<file path="config.mk">
export PLATFORM = sky130hd
export DESIGN_NAME = ssram_out_pipe
export DESIGN_NICKNAME = d
export VERILOG_FILES = /design/src/rtl/ssram_out_pkg.sv /design/src/rtl/ssram_out_ctrl.sv /design/src/rtl/ssram_out_dp.sv /design/src/rtl/ssram_out_pipe.sv
export SDC_FILE = /design/constraint.sdc
export NUM_CORES = 1
export LEC_CHECK = 0
export ABC_CLOCK_PERIOD_IN_PS = 2300
export BUFFER_PORTS_ARGS = -buffer_cell sky130_fd_sc_hd__clkbuf_2
export CAP_MARGIN = 20
export CORE_UTILIZATION = 40
export CTS_CLUSTER_DIAMETER = 60
export DETAILED_ROUTE_END_ITERATION = 6
export GPL_TIMING_DRIVEN = 0
export SLEW_MARGIN = 20
export SYNTH_ARGS = -nofsm -noshare
export SYNTH_HDL_FRONTEND = slang
export SYNTH_SLANG_ARGS = --single-unit
</file>
<file path="constraint.sdc">
create_clock -name clk -period 2.3 [get_ports clk]
set_input_delay 0.115 -clock clk [delete_from_list [all_inputs] [get_ports clk]]
set_output_delay 0.115 -clock clk [all_outputs]
set_load 0.005 [all_outputs]
</file>
<file path="src/rtl/ssram_out_pkg.sv">
package ssram_out_pkg;

  typedef enum logic [1:0] {
    CMD_NOP   = 2'd0,
    CMD_READ  = 2'd1,
    CMD_WRITE = 2'd2,
    CMD_DESEL = 2'd3
  } cmdKind_e;

  // Strobes from control to datapath
  typedef struct packed {
    logic capture;   // load address and write data registers
    logic commit;    // write the captured word into the array
    logic loadOut;   // load the pipelined output register
  } dpStrobe_t;

endpackage

</file>
<file path="src/rtl/ssram_out_ctrl.sv">
module ssram_out_ctrl
  import ssram_out_pkg::*;
#(
  parameter int LANES = 2
) (
  input  logic             clk,
  input  logic             rstN,
  input  logic             chipSel,
  input  logic             byteWrEn,
  input  logic [LANES-1:0] byteSel,
  input  logic             globalWr,
  input  logic             pipeMode,
  input  logic             dualDeselect,
  input  logic             outEn,
  input  logic             sleep,
  output dpStrobe_t        strb,
  output logic [LANES-1:0] commitLanes,
  output logic             busDrive
);

  cmdKind_e         inKind;
  logic [LANES-1:0] inLanes;
  logic             anyWrite;

  cmdKind_e         s1Kind;
  logic [LANES-1:0] s1Lanes;
  logic             s2Read;

  logic s1Read, s1Write, s1Desel;
  logic driveBase;
  logic earlyRelease;

  // Command decode at the input side
  always_comb begin
    anyWrite = globalWr | (byteWrEn & (|byteSel));
    inLanes  = globalWr ? {LANES{1'b1}} : byteSel;
    if (sleep)         inKind = CMD_NOP;
    else if (!chipSel) inKind = CMD_DESEL;
    else if (anyWrite) inKind = CMD_WRITE;
    else               inKind = CMD_READ;
  end

  // Input register stage
  always_ff @(posedge clk) begin
    if (!rstN) begin
      s1Kind  <= CMD_NOP;
      s1Lanes <= '0;
    end else begin
      s1Kind  <= inKind;
      s1Lanes <= (inKind == CMD_WRITE) ? inLanes : '0;
    end
  end

  assign s1Read  = (s1Kind == CMD_READ);
  assign s1Write = (s1Kind == CMD_WRITE);
  assign s1Desel = (s1Kind == CMD_DESEL);

  // Read-valid flag aligned with the output register
  always_ff @(posedge clk) begin
    if (!rstN) s2Read <= 1'b0;
    else       s2Read <= s1Read;
  end

  always_comb begin
    strb.capture = ~sleep;
    strb.commit  = s1Write;
    strb.loadOut = s1Read;
    commitLanes  = s1Write ? s1Lanes : '0;
  end

  // Single-cycle deselect cuts the pipelined beat one stage early
  assign earlyRelease = ~dualDeselect & s1Desel;
  assign driveBase    = pipeMode ? (s2Read & ~earlyRelease) : s1Read;
  assign busDrive     = driveBase & outEn & ~sleep;

  // flow-through drive follows a read captured on the last edge
  a_r2_ft_depth: assert property (@(posedge clk) disable iff (!rstN)
    (!pipeMode && busDrive) |-> $past(inKind == CMD_READ));

  // pipelined drive follows a read one stage further back
  a_r3_pipe_depth: assert property (@(posedge clk) disable iff (!rstN)
    (pipeMode && busDrive) |-> $past(s1Kind == CMD_READ));

  // single-cycle deselect releases right after capture
  a_r5_scd_release: assert property (@(posedge clk) disable iff (!rstN)
    (pipeMode && !dualDeselect && $past(inKind == CMD_DESEL)) |-> !busDrive);

  // global write commits every lane
  a_r8_global_all: assert property (@(posedge clk) disable iff (!rstN)
    (globalWr && chipSel && !sleep) |=> (commitLanes == {LANES{1'b1}}));

  // nothing captured during sleep reaches the array
  a_r11_sleep_nowrite: assert property (@(posedge clk) disable iff (!rstN)
    sleep |=> !strb.commit);

endmodule

</file>
<file path="src/rtl/ssram_out_dp.sv">
module ssram_out_dp
  import ssram_out_pkg::*;
#(
  parameter int ADDR_W = 4,
  parameter int LANES  = 2,
  parameter int LANE_W = 8
) (
  input  logic                    clk,
  input  logic                    rstN,
  input  dpStrobe_t               strb,
  input  logic [LANES-1:0]        commitLanes,
  input  logic                    pipeMode,
  input  logic [ADDR_W-1:0]       addr,
  input  logic [LANES*LANE_W-1:0] wrData,
  output logic [LANES*LANE_W-1:0] dqOut
);

  localparam int DATA_W = LANES * LANE_W;
  localparam int DEPTH  = 1 << ADDR_W;

  logic [ADDR_W-1:0] s1Addr;
  logic [DATA_W-1:0] s1Data;
  logic [DATA_W-1:0] rdData;
  logic [DATA_W-1:0] outReg;

  // Address and write data captured with the command
  always_ff @(posedge clk) begin
    if (!rstN) begin
      s1Addr <= '0;
      s1Data <= '0;
    end else if (strb.capture) begin
      s1Addr <= addr;
      s1Data <= wrData;
    end
  end

  // One storage array per byte lane
  for (genvar i = 0; i < LANES; i++) begin : g_lane
    logic [LANE_W-1:0] laneMem [DEPTH];

    always_ff @(posedge clk) begin
      if (!rstN) begin
        for (int w = 0; w < DEPTH; w++) laneMem[w] <= '0;
      end else if (strb.commit && commitLanes[i]) begin
        laneMem[s1Addr] <= s1Data[i*LANE_W +: LANE_W];
      end
    end

    assign rdData[i*LANE_W +: LANE_W] = laneMem[s1Addr];

    // a selected lane takes the captured byte
    a_r7_lane_write: assert property (@(posedge clk) disable iff (!rstN)
      (strb.commit && commitLanes[i]) |=>
        (laneMem[$past(s1Addr)] == $past(s1Data[i*LANE_W +: LANE_W])));

    // an unselected lane keeps its byte
    a_r7_lane_kept: assert property (@(posedge clk) disable iff (!rstN)
      (strb.commit && !commitLanes[i]) |=>
        (laneMem[$past(s1Addr)] == $past(laneMem[s1Addr])));
  end

  // Pipelined output register
  always_ff @(posedge clk) begin
    if (!rstN)             outReg <= '0;
    else if (strb.loadOut) outReg <= rdData;
  end

  assign dqOut = pipeMode ? outReg : rdData;

endmodule

</file>
<file path="src/rtl/ssram_out_pipe.sv">
module ssram_out_pipe
  import ssram_out_pkg::*;
#(
  parameter int ADDR_W = 4,
  parameter int LANES  = 2,
  parameter int LANE_W = 8
) (
  input  logic                    clk,
  input  logic                    rstN,
  input  logic                    chipSel,
  input  logic                    byteWrEn,
  input  logic [LANES-1:0]        byteSel,
  input  logic                    globalWr,
  input  logic [ADDR_W-1:0]       addr,
  input  logic [LANES*LANE_W-1:0] wrData,
  input  logic                    pipeMode,
  input  logic                    dualDeselect,
  input  logic                    outEn,
  input  logic                    sleep,
  output logic [LANES*LANE_W-1:0] dqOut,
  output logic                    dqOe
);

  dpStrobe_t        strb;
  logic [LANES-1:0] commitLanes;

  ssram_out_ctrl #(.LANES(LANES)) u_ctrl (
    .clk          (clk),
    .rstN         (rstN),
    .chipSel      (chipSel),
    .byteWrEn     (byteWrEn),
    .byteSel      (byteSel),
    .globalWr     (globalWr),
    .pipeMode     (pipeMode),
    .dualDeselect (dualDeselect),
    .outEn        (outEn),
    .sleep        (sleep),
    .strb         (strb),
    .commitLanes  (commitLanes),
    .busDrive     (dqOe)
  );

  ssram_out_dp #(.ADDR_W(ADDR_W), .LANES(LANES), .LANE_W(LANE_W)) u_dp (
    .clk         (clk),
    .rstN        (rstN),
    .strb        (strb),
    .commitLanes (commitLanes),
    .pipeMode    (pipeMode),
    .addr        (addr),
    .wrData      (wrData),
    .dqOut       (dqOut)
  );

endmodule

</file>
==> impl_metrics.csv, run 1 <==
group,metric,value,unit
critical_path,reg2reg_to,"u_dp.g_lane[0].laneMem[2][2]",
timing,setup_ws,-0.195,ns
place,dp_hpwl,26700,um
die,row_count,67,
synthesis,syn_nets,1093,
grt,first_global_vias,9229,
power_and_ir_drop,seq_power_share,48.9,%
hold_path,hold_class,"in -> reg",
die,die_h,188,um
power_and_ir_drop,p_switching,2.98,mW
hold_path,hold_start,"sleep",
critical_path,cpPeakStageDelay,0.39,ns
grt,antenna_found_initial,0,
route,antenna_violating_nets_post_route,0,
route,wirelength,38000,um
grt,grt_pass1_wl,55800,um
route,dr.pass1.iters,7,
die,start_util,40.9,%
synthesis,synth.top_cell.area_share,55.7,%
timing,max_freq,401,MHz
timing,fin_crit,2.50,ns
grt,grt_max_degree,14,
timing,fin_skew,0.0194,ns
route,wire_per_inst,22.5,um
finish,fin_cells,1692,
flow_run,drv_cap,0,
critical_path,end_kind,"output port",
critical_path,path_max_fanout,6,
timing,slew_headroom,42.4,%
clock_network,htree_levels,2,
place,port_buffers,45,
clock_network,cts_buffers,34,
synthesis,yosys-top-cells-count,"257 x and2_1, 256 x edfxtp_1, 111 x mux2i_1",
synthesis,synth_cell_type_count,36,
finish,seqCellArea,0.00859,sq mm
power_and_ir_drop,intPower,9.72,mW
finish,final_nets,1249,
power_and_ir_drop,p_sw_share,23.5,%
power_and_ir_drop,power_density,754,mW/mm^2
clock_network,clk_latency,0.52,ns
grt,grt_usage,21.4,%
route,drtIter0Drc,835,
finish,n_fill_cell,2901,
synthesis,yosysTopAreaCell,"edfxtp_1",
synthesis,syn_area_per_cell,13.0,sq um
critical_path,crit_path_top_delay_cell,"dfxtp_4",
die,die_area,0.0353,sq mm
timing,finalSetupViolations,28,
synthesis,synth_ff_type,"edfxtp_1",
synthesis,yosysSeqAreaShare,62.2,%
critical_path,critPathBufInv,5,
critical_path,r2r_start,"u_dp.s1Addr[0]",
clock_network,clock-sinks,301,
critical_path,crit_path_frequent_cell,"buf_12",
timing,fin_hold_ws,0.0546,ns
finish,syn2layout_area_growth,22.0,%
critical_path,required,2.18,ns
hold_path,hold_end,"u_dp.s1Data[15]",
run_status,violations,"DRC, setup timing",
finish,multi_input_comb_area,0.00509,sq mm
synthesis,synthArstFlopShare,0,%
clock_network,clk_pin_slew,0.06,ns
critical_path,ff2ff_path_depth,4,
synthesis,synth_seq_cells,301,
grt,overflow,0,
synthesis,ys.warnings.count,0,
power_and_ir_drop,p_clk_share,41.2,%
clock_network,root_buffer,"clkbuf_16",
die,io_pins,48,
timing,rsz0062_at_grt,"yes",
critical_path,crit_path_start_kind,"flop",
power_and_ir_drop,power_leakage,6.12,nW
die,coreArea,0.0338,sq mm
power_and_ir_drop,vdd_ir_drop_max,0.000476,V
timing,hold_violations,0,
synthesis,synth.area.top_cells,"edfxtp_1 56%, and2_1 12%, mux2i_1 8.0%, dfxtp_1 6.5%, nor2b_1 1.9%",
critical_path,worstPathArrival,2.38,ns
critical_path,crit_type,"reg -> out",
route,drc_errors,8,
finish,drive_gt1_share,18.7,%
timing,timing.final.crit_share,108,%
power_and_ir_drop,p_comb_share,9.9,%
synthesis,synth_most_common_cell,"and2_1",
critical_path,crit_family,"buffers and inverters",
timing,drv_slew,0,
critical_path,crit_chain,"buf_12 > buf_12 > buf_12 > mux2i_1 > a222oi_1 > buf_4 > nand3b_1 > o311ai_2 > buf_2",
clock_network,cts.path.max_buffers,3,
synthesis,postSynthCellCount,1062,
hold_path,hold_depth,3,
place,place.gp.congestion,0.893,
timing,tightestPinTransition,0.858,ns
die,die_w,188,um
synthesis,syn_area,0.0138,sq mm
route,routed_via_density,5.42,
place,pre_cts_slack,-0.444,ns
run_status,status,"complete, but fails checks",
route,vias,9174,
synthesis,synth_edf_count,256,
clock_network,cts_tree,"yes",
place,placed_cells_incl_taps,1561,
critical_path,reg2reg_setup_slack,-0.03,ns
layer usage:
layer,vias up,GRT usage [%],share of wire [%]
met5,-,0,0
met3,78,3.67,6.6
met4,0,7.22,2.9
met1,4519,27.6,42
li1,4232,-,-
met2,345,36.5,49
worst max path at each step:
stage / to / start / slack (ns) / cells past startpoint
6_report: dqOut[14] / flop / -0.20 / 9
5_1_grt: dqOut[14] / flop / -0.24 / 9
4_1_cts: dqOut[5] / flop / -0.18 / 7
3_5_place_dp: dqOut[1] / flop / -0.44 / 7
3_3_place_gp: u_dp.g_lane[0].laneMem[2][3] / u_dp.s1Addr[0] / -0.49 / 3
2_1_floorplan: u_dp.g_lane[0].laneMem[12][0] / u_dp.s1Addr[0] / 0.33 / 4
registers in the layout, summed over array words and instances (netlist names), named ones only:
register and count:
u_dp.s1Data 16, u_dp.s1Addr 4, u_ctrl.s1Kind 2, u_dp.outReg 16
u_dp.g_lane.laneMem 256, u_ctrl.s1Lanes 2, u_ctrl.s2Read 1
cells in the final DEF (no fill, tap or decap), types with 3 or more instances in the layout:
cell type      count
a211oi_1          13
a21oi_1           16
a221o_1           17
a222oi_1          13
a22o_1             3
and2_1           256
buf_12            11
buf_2             16
buf_4             44
buf_6              3
buf_8              3
clkbuf_1          47
clkbuf_16         42
clkbuf_2          38
clkbuf_8           4
clkinv_1           6
clkinv_2           4
dfxtp_1           43
dlygate4sd3_1     28
edfxtp_1         256
mux2_2            15
mux2i_1          108
mux2i_2            3
mux4_2             5
nand2_1           36
nand2b_1           5
nand3_1           15
nand3b_1          14
nor2_1            37
nor2b_1           40
o21ai_0            7
o21ai_1           27
o21ai_2           12
o311ai_1          13
o311ai_2          12
cells by family after synthesis:
kind of cell | after synthesis | share of synthesized area (%)
flops | 301 | 62.2
mux | 133 | 10.4
compound gates | 140 | 7.31
buf+inv | 73 | 2.66
simple gates | 415 | 17.5
cell type report:
cell class / count / area share (%)
Antenna cell: 1 / 0.0149
Buffer: 68 / 3.19
Clock buffer: 49 / 5.82
Clock inverter: 12 / 0.498
Inverter: 3 / 0.0669
Multi-Input combinational cell: 688 / 30.2
Sequential cell: 301 / 51.0
Tap cell: 448 / 3.33
Timing Repair Buffer: 122 / 5.82
power groups by stage:
stage,clock (mW),sequential (mW),combinational (mW)
finish,5.23,6.21,1.26
CTS,5.27,6.21,1.17
detailed placement,0,6.32,0.973
global placement,0,6.31,0.955
global route,5.49,6.23,1.33
floorplan,0,6.27,0.594
what timing repair did:
action                                 in CTS  in global routing
resized for setup                         100                 37
pin swaps                                  13                 11
hold buffers                               28                  0
buffers inserted                           21                 16
setup endpoints to repair                 115                 29
endpoints found under the hold margin      28                  0
cloned                                      1                  5
through the flow:
step	total power [mW]	setup TNS (ns)	instance area, sq um	util (%)
2_1_floorplan	6.87	0	13800	-
3_3_place_gp	7.27	-62.28	14600	43.2
3_5_place_dp	7.29	-14.21	14600	43.3
4_1_cts	12.6	-2.21	16500	48.9
5_1_grt	13.1	-3.46	16800	49.8
6_report	12.7	-2.50	16800	49.9
worst min-delay path, delay by kind of cell:
| family | cells | cell delay, ns |
|---|---|---|
| muxes | 1 | 0.16 |
| buffers and inverters | 1 | 0.17 |
| and+or+nand+nor | 1 | 0.09 |
Note: power is estimated with default switching activity, not from simulation.
==> run 2: changes to the inputs <==
--- a/config.mk
+++ b/config.mk
@@ -8,10 +8,11 @@
 export ABC_CLOCK_PERIOD_IN_PS = 2300
 export BUFFER_PORTS_ARGS = -buffer_cell sky130_fd_sc_hd__clkbuf_2
 export CAP_MARGIN = 20
-export CORE_UTILIZATION = 40
+export CORE_UTILIZATION = 50
 export CTS_CLUSTER_DIAMETER = 60
 export DETAILED_ROUTE_END_ITERATION = 6
 export GPL_TIMING_DRIVEN = 0
+export PLACE_DENSITY = 0.66
 export SLEW_MARGIN = 20
 export SYNTH_ARGS = -nofsm -noshare
 export SYNTH_HDL_FRONTEND = slang
==> run 2 against run 1 <==
  * The run ends with setup timing left
  * Clock power grew 4%
  * Sequential power is essentially flat
  * Register-to-register slack lost 0.02 ns
  * Sequential share of layout area grew 0.060 points
  * Highest routed layer unchanged
==> impl_metrics.csv, run 2 (synthesis gave the netlist of run 1 again) <==
group,metric,value,unit
place,dp_hpwl,25400,um
hold_path,hold_depth,3,
grt,grt_usage,26.3,%
flow_run,drv_cap,0,
die,start_util,51.1,%
place,port_buffers,45,
timing,fin_tns_setup,-3.41,ns
grt,first_global_vias,9226,
place,place.gp.congestion,0.906,
critical_path,ff2ff_path_depth,3,
power_and_ir_drop,vdd_ir_drop_max,0.000662,V
clock_network,cts_tree,"yes",
grt,antenna_found_initial,1,
finish,layout_commonest_cell,"and2_1",
critical_path,critPathBufInv,5,
die,coreArea,0.0270,sq mm
timing,fin_skew,0.0354,ns
die,row_count,60,
critical_path,crit_path_start_kind,"flop",
die,die_h,168,um
finish,largest-register,"u_dp.g_lane.laneMem",
die,die_area,0.0283,sq mm
finish,fin_util,62.3,%
critical_path,crit_path_top_delay_cell,"dfxtp_4",
timing,slew_headroom,39.7,%
hold_path,hold_class,"in -> reg",
critical_path,crit_chain,"buf_12 > buf_12 > buf_12 > mux2i_1 > a222oi_1 > buf_4 > nand3b_1 > o311ai_4 > buf_2",
die,die_w,168,um
run_status,violations,"setup timing",
clock_network,cts.path.max_buffers,3,
finish,syn2layout_area_growth,21.9,%
critical_path,crit_path_frequent_cell,"buf_12",
route,drc_errors,0,
critical_path,worstPathArrival,2.44,ns
timing,drv_slew,0,
critical_path,reg2reg_setup_slack,-0.05,ns
timing,hold_violations,0,
clock_network,clock-sinks,301,
critical_path,path_max_fanout,7,
timing,timing.final.crit_share,111,%
timing,rsz0062_at_grt,"yes",
finish,layout_common_cells,"257 x and2_1, 256 x edfxtp_1, 102 x mux2i_1, 44 x clkbuf_1, 42 x dfxtp_1",
hold_path,hold_start,"sleep",
route,routed_via_density,5.79,
hold_path,hold_end,"u_dp.s1Data[1]",
finish,n_fill_cell,2047,
route,antenna_violating_nets_post_route,0,
route,wirelength,36600,um
timing,tightestPinTransition,0.904,ns
timing,fin_crit,2.56,ns
clock_network,root_buffer,"clkbuf_16",
finish,reg_top3,"u_dp.g_lane.laneMem (256), u_dp.outReg (16), u_dp.s1Data (16)",
grt,grt_pass1_wl,54900,um
critical_path,crit_type,"reg -> out",
route,dr.pass1.iters,5,
power_and_ir_drop,power_density,767,mW/mm^2
run_status,status,"complete, but fails checks",
power_and_ir_drop,power_leakage,6.14,nW
timing,max_freq,391,MHz
clock_network,cts_buffers,31,
clock_network,clk_latency,0.57,ns
grt,overflow,0,
timing,setup_ws,-0.258,ns
route,vias,9113,
grt,grt_max_degree,16,
critical_path,required,2.18,ns
critical_path,crit_family,"buffers and inverters",
route,drtIter0Drc,803,
timing,finalSetupViolations,48,
critical_path,end_kind,"output port",
route,wire_per_inst,23.2,um
critical_path,reg2reg_to,"u_dp.g_lane[1].laneMem[2][2]",
clock_network,clk_pin_slew,0.06,ns
critical_path,r2r_start,"u_dp.s1Addr[0]",
finish,drive_gt1_share,19.5,%
finish,largest_reg_flops,256,
finish,final_nets,1239,
die,io_pins,48,
clock_network,htree_levels,1,
critical_path,cpPeakStageDelay,0.38,ns
run 2: layer usage:
metal	vias up	part of all wire (%)	global-route usage, %
met5	-	0	0
met2	331	49	44.9
met1	4506	41	33.7
met3	76	6.6	4.91
li1	4200	-	-
met4	0	3.0	8.85
run 2: report_power, final:
group,total (mW),internal (mW),switching (mW)
Combinational,1.27,0.545,0.723
Sequential,6.21,6.10,0.107
Clock,5.43,3.28,2.15
run 2: worst max-delay path by stage:
stage                               from                       endpoint  slack, ns  cells past startpoint
after floorplan           u_dp.s1Addr[0]  u_dp.g_lane[0].laneMem[12][0]       0.33                      4
after global placement    u_dp.s1Addr[0]   u_dp.g_lane[0].laneMem[4][3]      -0.45                      4
after detailed placement            flop                       dqOut[0]      -0.29                      7
after CTS                           flop                      dqOut[14]      -0.21                      9
after global routing                flop                      dqOut[11]      -0.31                      9
final                               flop                      dqOut[14]      -0.26                      9
run 2: area by class of cell:
type	instances	area (sq um)	share of cell area, %
Antenna cell	1	2.50	0.0149
Buffer	69	538	3.20
Clock buffer	45	898	5.34
Clock inverter	13	216	1.29
Inverter	3	11.3	0.0669
Multi-Input combinational cell	688	5180	30.8
Sequential cell	301	8590	51.1
Tap cell	341	427	2.54
Timing Repair Buffer	114	953	5.67
run 2: metrics by stage:
| stage | power, mW | hold slack, ns | instances | instance area [sq um] | worst slack (ns) |
|---|---|---|---|---|---|
| finish | 12.9 | 0.00676 | 1575 | 16800 | -0.258 |
| CTS | 12.8 | 0.000581 | 1568 | 16700 | -0.211 |
| detailed placement | 7.27 | 0.329 | 1450 | 14500 | -0.291 |
| floorplan | 6.87 | 0.205 | 1062 | 13800 | 0.329 |
| global placement | 7.24 | 0.329 | 1448 | 14500 | -0.447 |
| global route | 13.2 | 0.00178 | 1574 | 16800 | -0.305 |
run 2: repair_timing:
| item | CTS | global route |
|---|---|---|
| hold buffers | 29 | 0 |
| buffers inserted | 26 | 7 |
| hold endpoints to repair | 28 | 0 |
| endpoints found under the setup margin | 129 | 138 |
| gates cloned | 6 | 0 |
| pin swaps | 20 | 12 |
| resized for setup | 114 | 49 |
run 2: worst register-to-register path, stage by stage, from the launching register on:
cell      delay, ns
dfxtp_1        0.40
nand2b_1       0.43
clkbuf_1       0.67
o21ai_1        0.48
==> run 3: changes to the inputs <==
--- a/config.mk
+++ b/config.mk
@@ -13,6 +13,7 @@
 export DETAILED_ROUTE_END_ITERATION = 6
 export GPL_TIMING_DRIVEN = 0
 export PLACE_DENSITY = 0.66
+export REMOVE_ABC_BUFFERS = 1
 export SLEW_MARGIN = 20
 export SYNTH_ARGS = -nofsm -noshare
 export SYNTH_HDL_FRONTEND = slang
==> run 3 against run 2 <==
  * Cell count shrank 3.4%
  * The flow still finishes with violations (setup timing)
  * Flip-flop and latch count stayed put
  * Global-route usage shrank 2.1 points
  * Combinational power fell by 9%
  * Fmax is 2.1% higher
  * Count of clock-buffer cells in the layout shrank 10
==> impl_metrics.csv, run 3 (synthesis gave the netlist of run 1 again) <==
group,metric,value,unit
timing,timing.final.crit_share,109,%
critical_path,worstPathArrival,2.39,ns
clock_network,htree_levels,1,
place,post_dp_cell_area,0.0143,sq mm
clock_network,cts_buffers,30,
timing,tightestPinTransition,1.01,ns
finish,fin_cells,1522,
finish,n_fill_cell,2051,
timing,max_freq,399,MHz
run_status,violations,"setup timing",
critical_path,crit_path_frequent_cell,"buf_16",
grt,antenna_found_initial,0,
route,wirelength,33800,um
critical_path,crit_path_start_kind,"flop",
critical_path,reg2reg_setup_slack,0.07,ns
clock_network,clk_latency,0.56,ns
place,place.gp.congestion,0.822,
grt,first_global_vias,8714,
die,die_w,168,um
critical_path,r2r_start,"u_dp.s1Addr[1]",
hold_path,hold_class,"in -> reg",
critical_path,ff2ff_path_depth,2,
grt,grt_pass1_wl,51200,um
timing,fin_hold_ws,0.284,ns
hold_path,hold_start,"rstN",
route,dr.pass1.iters,6,
critical_path,crit_path_top_delay_cell,"dfxtp_4",
grt,overflow,0,
timing,hold_violations,0,
die,die_h,168,um
place,placed_cells_incl_taps,1385,
grt,grt_usage,24.2,%
timing,fin_tns_setup,-2.06,ns
finish,reg_top3,"u_dp.g_lane.laneMem (256), u_dp.outReg (16), u_dp.s1Data (16)",
route,antenna_violating_nets_post_route,0,
route,routed_via_density,5.84,
critical_path,required,2.18,ns
grt,grt_max_degree,59,
finish,largest_reg_flops,256,
finish,antenna_cells,0,
route,wire_per_inst,22.2,um
die,io_pins,48,
critical_path,cpPeakStageDelay,0.40,ns
timing,fin_skew,0.0212,ns
clock_network,clock-sinks,301,
clock_network,clk_pin_slew,0.06,ns
finish,drive_gt1_share,18.4,%
power_and_ir_drop,total_power,12.7,mW
place,port_buffers,47,
finish,syn2layout_area_growth,20.0,%
timing,slew_headroom,32.5,%
power_and_ir_drop,vdd_ir_drop_max,0.000554,V
place,pre_cts_slack,-0.679,ns
finish,fin_util,61.3,%
clock_network,cts_tree,"yes",
critical_path,crit_chain,"buf_16 > nor2b_4 > buf_16 > a222oi_1 > buf_4 > nand3b_1 > o311ai_4 > clkbuf_2",
finish,largest-register,"u_dp.g_lane.laneMem",
clock_network,cts.path.max_buffers,3,
route,drtIter0Drc,780,
timing,drv_slew,0,
critical_path,crit_type,"reg -> out",
critical_path,worstSetupEndpoint,"dqOut[12]",
power_and_ir_drop,power_leakage,6.02,nW
finish,seqCellArea,0.00860,sq mm
route,vias,8882,
flow_run,drv_cap,0,
die,coreArea,0.0270,sq mm
critical_path,cp.depth,8,
place,dp_hpwl,20900,um
finish,design_area,0.0166,sq mm
timing,fin_crit,2.51,ns
finish,final_nets,1188,
finish,layout_common_cells,"256 x and2_1, 256 x edfxtp_1, 105 x mux2i_1, 41 x dfxtp_1",
finish,multi_input_comb_area,0.00515,sq mm
run_status,status,"complete, but fails checks",
power_and_ir_drop,power_density,768,mW/mm^2
critical_path,end_kind,"output port",
timing,setup_ws,-0.206,ns
critical_path,critPathBufInv,4,
critical_path,reg2reg_to,"u_dp.g_lane[1].laneMem[9][5]",
route,drc_errors,0,
critical_path,crit_family,"buffers and inverters",
timing,rsz0062_at_grt,"yes",
die,row_count,60,
die,die_area,0.0283,sq mm
timing,finalSetupViolations,16,
clock_network,root_buffer,"clkbuf_16",
die,start_util,51.1,%
critical_path,path_max_fanout,19,
run 3: how the worst min path moves through the flow:
stage,depth (start not counted),to
after floorplan,1,u_ctrl.s1Kind[0]
after global placement,2,u_ctrl.s1Kind[0]
after detailed placement,2,u_ctrl.s1Kind[0]
after CTS,3,u_dp.s1Data[14]
after global routing,2,u_dp.s1Data[9]
final,2,u_dp.s1Data[4]
run 3: power by group:
| part | switching, mW | total (mW) | internal, mW |
|---|---|---|---|
| registers | 0.162 | 6.26 | 6.10 |
| clock network | 2.04 | 5.30 | 3.26 |
| logic | 0.628 | 1.16 | 0.533 |
| total | 2.83 | 12.7 | 9.90 |
run 3: cell type report:
cell class	instances	share of cell area, %
repair buffers	132	7.77
clock buffers	35	4.83
clock inverters	21	1.71
well taps	341	2.58
multi-input cells	689	31.1
inverters	3	0.0755
flip-flops and latches	301	51.9
run 3: worst reg2reg max path, delay by kind of cell, from the launching register on:
kind,cells,cell delay [ns]
AND/OR/NAND/NOR,1,0.55
AO/OA/AOI/OAI,1,0.95
flip-flops,1,0.34
run 3: timing repair:
action                                  in CTS  in global routing
endpoints found under the hold margin       28                  0
setup buffers                               40                  6
endpoints found under the setup margin      64                134
cloned                                       6                  1
pin swaps                                   17                  7
gates resized for setup                     68                 28
hold buffers                                28                  0
run 3: layer usage:
metal | part of all wire [%] | GRT usage, % | vias up
met5 | 0 | 0 | -
met3 | 7.5 | 3.71 | 67
met2 | 47 | 39.3 | 355
met1 | 43 | 33.6 | 4358
met4 | 2.6 | 7.27 | 0
li1 | - | - | 4102
